File: config.mk
export PLATFORM = sky130hd
export DESIGN_NAME = tttWinDetect
export DESIGN_NICKNAME = d
export VERILOG_FILES = /design/src/rtl/tttPkg.sv /design/src/rtl/lineMatch.sv /design/src/rtl/boardGuard.sv /design/src/rtl/tttWinDetect.sv
export SDC_FILE = /design/constraint.sdc
export NUM_CORES = 1
export LEC_CHECK = 0
export ABC_AREA = 0
export BUFFER_PORTS_ARGS = -buffer_cell sky130_fd_sc_hd__buf_4
export CORE_AREA = 2 2 39 41
export DETAILED_ROUTE_END_ITERATION = 12
export DIE_AREA = 0 0 41 43
export MAX_ROUTING_LAYER = met4
export PLACE_DENSITY = 0.51
export SETUP_SLACK_MARGIN = 0.05
export SYNTH_ARGS = -nofsm -noshare
export SYNTH_HDL_FRONTEND = slang
export SYNTH_SLANG_ARGS = --single-unit
File: constraint.sdc
create_clock -name vclk -period 1.5
set_input_delay 0.3 -clock vclk [all_inputs]
set_output_delay 0.3 -clock vclk [all_outputs]
set_load 0.05 [all_outputs]
File: src/rtl/tttPkg.sv
package tttPkg;

  // Strobes passed from the line datapath to the guard control.
  typedef struct packed {
    logic xWin;
    logic oWin;
    logic clash;
  } guardStrobe_t;

  // Square index (0-based, row-major) of member k of line l on a side x side board.
  // Lines: rows first, then columns, then main diagonal, then anti-diagonal.
  function automatic int sqOf(input int l, input int k, input int side);
    if (l < side)            return l * side + k;
    else if (l < 2 * side)   return k * side + (l - side);
    else if (l == 2 * side)  return k * side + k;
    else                     return k * side + (side - 1 - k);
  endfunction

endpackage

File: src/rtl/lineMatch.sv
module lineMatch #(
  parameter int SIDE = 3,
  localparam int SQ = SIDE * SIDE,
  localparam int LN = 2 * SIDE + 2
) (
  input  logic [SQ-1:0] marks,
  output logic [LN-1:0] lines,
  output logic          win
);
  import tttPkg::*;

  logic [LN-1:0] term;

  // One AND term per line, built from the computed geometry.
  for (genvar l = 0; l < LN; l++) begin : g_line
    logic [SIDE-1:0] member;
    for (genvar k = 0; k < SIDE; k++) begin : g_member
      assign member[k] = marks[sqOf(l, k, SIDE)];
    end
    assign term[l] = &member;
  end

  assign lines = term;
  assign win   = |term;

  always_comb begin
    if ($countones(marks) < SIDE)
      p_few_marks_r5: assert (lines == '0 && !win)
        else $error("line reported with fewer than SIDE marks");
    if (&marks)
      p_full_board_r6: assert (&lines && win)
        else $error("full board does not light every line");
  end

endmodule

File: src/rtl/boardGuard.sv
module boardGuard
  import tttPkg::*;
(
  input  guardStrobe_t strobe,
  output logic         illegal
);

  assign illegal = strobe.clash | (strobe.xWin & strobe.oWin);

  always_comb begin
    if (strobe.clash)
      p_clash_r8: assert (illegal) else $error("shared square not flagged");
    if (strobe.xWin && strobe.oWin)
      p_double_win_r9: assert (illegal) else $error("double win not flagged");
  end

endmodule

File: src/rtl/tttWinDetect.sv
module tttWinDetect #(
  parameter int SIDE = 3,
  localparam int SQ = SIDE * SIDE,
  localparam int LN = 2 * SIDE + 2
) (
  input  logic [SQ-1:0] xMarks,
  input  logic [SQ-1:0] oMarks,
  output logic          xWin,
  output logic          oWin,
  output logic [LN-1:0] xLines,
  output logic [LN-1:0] oLines,
  output logic          illegal
);
  import tttPkg::*;

  logic [1:0][SQ-1:0] playerMarks;
  logic [1:0][LN-1:0] playerLines;
  logic [1:0]         playerWin;
  guardStrobe_t       strobe;

  assign playerMarks[0] = xMarks;
  assign playerMarks[1] = oMarks;

  for (genvar p = 0; p < 2; p++) begin : g_player
    lineMatch #(.SIDE(SIDE)) u_match (
      .marks(playerMarks[p]),
      .lines(playerLines[p]),
      .win  (playerWin[p])
    );
  end

  assign xLines = playerLines[0];
  assign oLines = playerLines[1];
  assign xWin   = playerWin[0];
  assign oWin   = playerWin[1];

  assign strobe.xWin  = playerWin[0];
  assign strobe.oWin  = playerWin[1];
  assign strobe.clash = |(xMarks & oMarks);

  boardGuard u_guard (
    .strobe (strobe),
    .illegal(illegal)
  );

  always_comb begin
    if (!illegal)
      p_no_silent_clash_r10: assert ((xMarks & oMarks) == '0 && !(xWin && oWin))
        else $error("legal flag with shared square or double win");
  end

endmodule

* Word level (Yosys, flattened, before mapping) *
Cells that the tools add are included.

storage, ports and cells
  bits in registers = 0
  input port bits = 18
  output and inout port bits = 19
  logic and storage cells = 22

operators by class
  bitwise operators = 3
  reduce and logical (&&, ||, !) cells = 19

operators by type and width
  cell                 count
  3-bit AND reduction  16
  8-bit OR reduction   2
  9-bit AND            1
  9-bit OR reduction   1
  1-bit AND            1
  1-bit OR             1

* Logic depth before layout (Yosys ltp) *
Gate-level depths: netlist (run 1).

  word-level depth = 4
  mapped depth = 4

* By module *
From an unflattened synthesis (run 1), not the netlist that was laid out.

second synthesis, totals
  cell total of the unflattened synthesis = 32
  area, all modules = 254.0 µm²

modules (own cells, without submodules)
  module        times used  cells each  area each (µm²)
  lineMatch     2           13          100.1
  tttWinDetect  1           5           46.3
  boardGuard    1           1           7.5

* Worst setup path after synthesis (run 1) *
Ideal clock, no wire load.

  kind = in2out
  start = in xMarks[6]
  end = out illegal
  arrival time = 1.743 ns
  data required time = 1.200 ns
  slack = -0.543 ns
  stages on the path = 4
  buffers on the path = 0
  cells stage by stage = and3_1 -> nor4_1 -> nand2_1 -> a21o_1

between the ends
  word-level cells in the longest chain between the ends = 4
  elaborated cells on any way between the ends = 8
  classes of those cells = 3 x bitwise; 5 x reduce/logical

RTL lines
  item                    RTL line            source
  from (decl)             tttWinDetect.sv:6   input logic [SQ-1:0] xMarks,
  3-bit AND reduction     lineMatch.sv:20     assign term[l] = &member;
  8-bit OR reduction (*)  lineMatch.sv:24     assign win = |term;
  net xWin                tttWinDetect.sv:8   output logic xWin,
  1-bit AND (*)           boardGuard.sv:8     assign illegal = strobe.clash | (strobe.xWin & strobe.oWin);
  1-bit OR (*)            boardGuard.sv:8
  to (decl)               tttWinDetect.sv:12  output logic illegal

Mark *: on every way through the listed nets, which the timed path passes. The rest lies on a longest branch.

* Final worst setup path (run 1) *
  start = in oMarks[7]
  end = out illegal

between the ends
  word-level cells in the longest chain between the ends = 4
  elaborated cells on any way between the ends = 7
  classes of those cells = 3 x bitwise; 4 x reduce/logical

RTL lines
  item                 RTL line           source
  from (decl)          tttWinDetect.sv:7  input logic [SQ-1:0] oMarks,
  3-bit AND reduction  lineMatch.sv:20
  8-bit OR reduction   lineMatch.sv:24
  1-bit AND            boardGuard.sv:8
  1-bit OR (*)         boardGuard.sv:8

Mark *: on every way between the ends. The rest lies on a longest branch, timed or not.

==> results.json, run 1 <==
{
  "status": "complete, but fails checks",
  "violations": "negative setup slack",
  "worstMarginPinSlew_ps": 261,
  "fin_ws_ps": -214,
  "crit_type": "in2out",
  "grt_pass1_vias": 499,
  "ys_types": 12,
  "min_path_type": "in2out",
  "cp-start-kind": "primary input",
  "worstSetupEndpointType": "output port",
  "critPathSlowestCell": "a2111o_2",
  "postRouteAntennaNets": 0,
  "power.density_nw_per_um2": 395,
  "insertedDiodeCount": 0,
  "syn_inst": 32,
  "die_w_um": 41,
  "row_count": 14,
  "crit_path_max_incr_delay_ps": 440,
  "fin_cells": 104,
  "drc": 0,
  "finalPower_mw": 0.324,
  "initial_core_util": 0.165,
  "grt_pass1_wl_um": 2050,
  "viasPerCell": 4.99,
  "cp_cell_sequence": "buf_8, a22o_1, a2111o_2, a21o_4, buf_8",
  "grt_max_degree": 7,
  "wire_per_inst_um": 12.7,
  "ys_warn_count": 0,
  "crit_arrival_ps": 1410,
  "total_leakage_power_nw": 0.440,
  "rsz0062_at_grt": "yes",
  "synth_fp_nets": 50,
  "fin_crit_ps": 1710,
  "first_iter_violations": 6,
  "drive_above_1_share": 0.818,
  "port_buffers": 37,
  "seq_area_frac_synth": 0,
  "synth_area_per_cell_um2": 7.16,
  "grt_util_all_layers": 0.157,
  "antenna_found_initial": 0,
  "final_net_count": 108,
  "finalSetupTns_ps": -376,
  "clock_buffer_count": 0,
  "firstDrtPassIters": 4,
  "core_um2": 1380,
  "dp.cells": 101,
  "io_pins": 37,
  "fmax_mhz": 584,
  "seq_area_um2": 0,
  "cpMostUsedCell": "buf_8",
  "wirelength_um": 1320,
  "worst_ep_required_time_ps": 1200,
  "synth_area_um2": 229,
  "cp_max_fo": 3,
  "overflow": 0,
  "maxCapViolCount": 0,
  "final_max_slew_viol_count": 0,
  "min_period_over_period": 1.14,
  "hold_violations": 0,
  "post-dp-hpwl_um": 1080,
  "area.growth.synth_to_final_pct": 258,
  "relSlewSlack": 0.826,
  "dieArea_um2": 1760,
  "seq_cells": 0,
  "ir_drop_uv": 208,
  "via_count": 519,
  "gp_congestion": 0.693,
  "fill_cells": 139,
  "setup_viol": 3,
  "die_h_um": 43
}
## cells in the final DEF, fill, tap and decap left out
master / Yosys / routed
buf_4: 0 / 42
and3_1: 13 / 7
buf_8: 0 / 7
buf_6: 0 / 7
and3_4: 0 / 6
a22o_1: 4 / 4
and3_2: 3 / 3
a22oi_2: 0 / 3
nor4_4: 0 / 1
nand2_2: 0 / 1
a21boi_1: 1 / 1
a2111o_2: 0 / 1
a22oi_1: 4 / 1
a222oi_1: 1 / 1
a221oi_1: 1 / 1
nand3_1: 1 / 1
a21o_4: 0 / 1
## Yosys cell counts, drive strengths merged
cell type | n | area, um^2
a21boi | 1 | 7.51
nand3 | 1 | 5.00
a222oi | 1 | 10.0
nand2 | 1 | 3.75
a221oi | 1 | 8.76
a22oi | 4 | 30.0
a21o | 1 | 7.51
and3 | 16 | 104
a22o | 4 | 35.0
nor4 | 1 | 6.26
a2111o | 1 | 11.3
## final timing paths
kind                    end  cells after the start  startpoint
setup / recovery    illegal                      5   oMarks[7]
hold / removal    xLines[6]                      3   xMarks[4]
## layout make-up
cell class / instances / area [um^2] / share of cell area
well taps: 16 / 20.0 / 0.0244
multi-input cells: 32 / 300 / 0.366
repair buffers: 56 / 499 / 0.609
## through the flow
step | util | worst slack (ps) | hold WS [ps] | instance area, um^2
2_1_floorplan | - | -245 | 788 | 269
3_3_place_gp | 0.496 | -295 | 1040 | 687
3_5_place_dp | 0.496 | -312 | 1030 | 687
4_1_cts | 0.568 | -246 | 1030 | 786
5_1_grt | 0.592 | -234 | 1030 | 820
6_report | 0.592 | -214 | 1010 | 820
## cell families after synthesis
family / after synthesis / share of synthesized area
AOI/OAI and AO/OA: 13 / 0.481
and+or+nand+nor: 19 / 0.519
## worst max-delay path: cells and delay by family
family | cells | cell delay (ps)
buffers and inverters | 2 | 240
AOI/OAI and AO/OA | 3 | 870
## report_power, final
part / switching (mW) / leakage (nW) / total, mW / internal (mW)
sequential: 0 / 0 / 0 / 0
combinational: 0.163 / 0.440 / 0.324 / 0.160
clock: 0 / 0 / 0 / 0
## routing by layer
layer  up-vias  wire length, um  global-route usage
li1        256                -                   -
met1       236              570               0.209
met2        27              646               0.272
met3         0              106                   0
met4         0                0                   0
met5         -                0                   -
## repair_timing
item,in CTS,in global routing
resized for setup,20,7
buffers inserted,2,1
hold buffers,0,0
endpoints found under the setup margin,3,3
pin swaps,10,7
No activity file was read; power rests on OpenSTA's default activity.
==> inputs of run 2 (changes only) <==
--- a/config.mk
+++ b/config.mk
@@ -12,6 +12,7 @@
 export DIE_AREA = 0 0 41 43
 export MAX_ROUTING_LAYER = met4
 export PLACE_DENSITY = 0.51
+export RECOVER_POWER = 100
 export SETUP_SLACK_MARGIN = 0.05
 export SYNTH_ARGS = -nofsm -noshare
 export SYNTH_HDL_FRONTEND = slang
==> run 2 against run 1 <==
  * The flow still finishes with violations (negative setup slack)
  * Die area did not move
  * Flip-flop and latch count did not move
  * Fmax barely moved
  * Count of clock-buffer cells in the layout did not move
  * Non-clock buffer count did not move
  * Sequential share of layout area did not move
  * Largest cell class unchanged
  * Largest power group unchanged
  * Highest routed layer unchanged
==> results.json, run 2 (synthesis results as in run 1) <==
{
  "cp_max_fo": 3,
  "placed_area_um2": 687,
  "drc": 0,
  "finalPower_mw": 0.313,
  "final_util": 0.563,
  "core_um2": 1380,
  "worst_ep_required_time_ps": 1200,
  "fin_crit_ps": 1710,
  "setup_viol": 3,
  "drive_above_1_share": 0.818,
  "clock_buffer_count": 0,
  "postRouteAntennaNets": 0,
  "min_period_over_period": 1.14,
  "multi_input_area_um2": 300,
  "ir_drop_uv": 202,
  "wl_met2_um": 639,
  "overflow": 0,
  "firstDrtPassIters": 4,
  "final_net_count": 108,
  "hold_violations": 0,
  "power.density_nw_per_um2": 401,
  "grt_util_all_layers": 0.157,
  "row_count": 14,
  "wl_met1_um": 574,
  "dieArea_um2": 1760,
  "area.growth.synth_to_final_pct": 240,
  "die_w_um": 41,
  "min_path_type": "in2out",
  "die_h_um": 43,
  "relSlewSlack": 0.812,
  "wire_per_inst_um": 12.6,
  "via_count": 519,
  "wirelength_um": 1310,
  "route.met3.wl_um": 99,
  "viasPerCell": 4.99,
  "seq_cells": 0,
  "total_leakage_power_nw": 0.428,
  "maxUsedRoutingLayer": "met3",
  "crit_arrival_ps": 1410,
  "final_max_slew_viol_count": 0,
  "insertedDiodeCount": 0,
  "fin_ws_ps": -213,
  "seq_area_um2": 0,
  "cts-hold-fix-buffers": 0,
  "finalSetupTns_ps": -376,
  "first_iter_violations": 6,
  "gp_congestion": 0.693,
  "maxCapViolCount": 0,
  "post-dp-hpwl_um": 1080,
  "fmax_mhz": 584,
  "status": "complete, but fails checks",
  "rsz0062_at_grt": "yes",
  "crit_type": "in2out",
  "post-route-cell-area_um2": 779,
  "layout_commonest_cell": "buf_4",
  "cp-endpoint": "illegal",
  "worstMarginPinSlew_ps": 284,
  "io_pins": 37,
  "grt_pass1_vias": 499,
  "cp-start-kind": "primary input",
  "antenna_found_initial": 0,
  "critPathLaunch": "oMarks[7]",
  "port_buffers": 37,
  "worstSetupEndpointType": "output port",
  "violations": "negative setup slack",
  "grt_max_degree": 7,
  "final_cell_mix": "26 x buf_4, 16 x clkbuf_2, 7 x and3_1, 7 x buf_8, 7 x buf_6",
  "grt_pass1_wl_um": 2050,
  "initial_core_util": 0.165,
  "fill_cells": 148
}
-- run 2: layout make-up --
| type | instances | area share |
|---|---|---|
| repair buffers | 56 | 0.589 |
| multi-input cells | 32 | 0.385 |
| well taps | 16 | 0.0257 |
-- run 2: metal layers --
metal | up-vias | GRT usage
li1 | 256 | -
met4 | 0 | 0
met2 | 27 | 0.272
met5 | - | -
met3 | 0 | 0
met1 | 236 | 0.209
-- run 2: critical path: stages --
cell and delay [ps]:
buf_8 100, a22o_1 220, a2111o_2 440, a21o_4 210, buf_8 140
-- run 2: worst min path at each step --
stage | start | slack (ps) | to | depth (start not counted)
finish | xMarks[2] | 1060 | illegal | 5
global route | xMarks[4] | 1080 | xLines[6] | 3
CTS | oMarks[2] | 1030 | oLines[7] | 3
detailed placement | xMarks[7] | 1030 | xLines[2] | 3
global placement | xMarks[7] | 1040 | xLines[2] | 3
floorplan | oMarks[5] | 790 | oLines[5] | 1
-- run 2: repair_timing --
action / CTS / global route
pin swaps: 10 / 7
endpoints found under the setup margin: 3 / 3
gates resized for setup: 20 / 7
buffers inserted: 2 / 1
-- run 2: report_power, final --
group	internal, mW	leakage [nW]	switching (mW)
registers	0	0	0
logic	0.150	0.428	0.163
clock network	0	0	0
-- run 2: metrics by stage --
step                hold WS [ps]  cells  worst slack, ps
detailed placement          1030    101             -312
finish                      1060    104             -213
global placement            1040    101             -295
floorplan                    788     32             -245
global route                1080    104             -234
CTS                         1030    103             -246
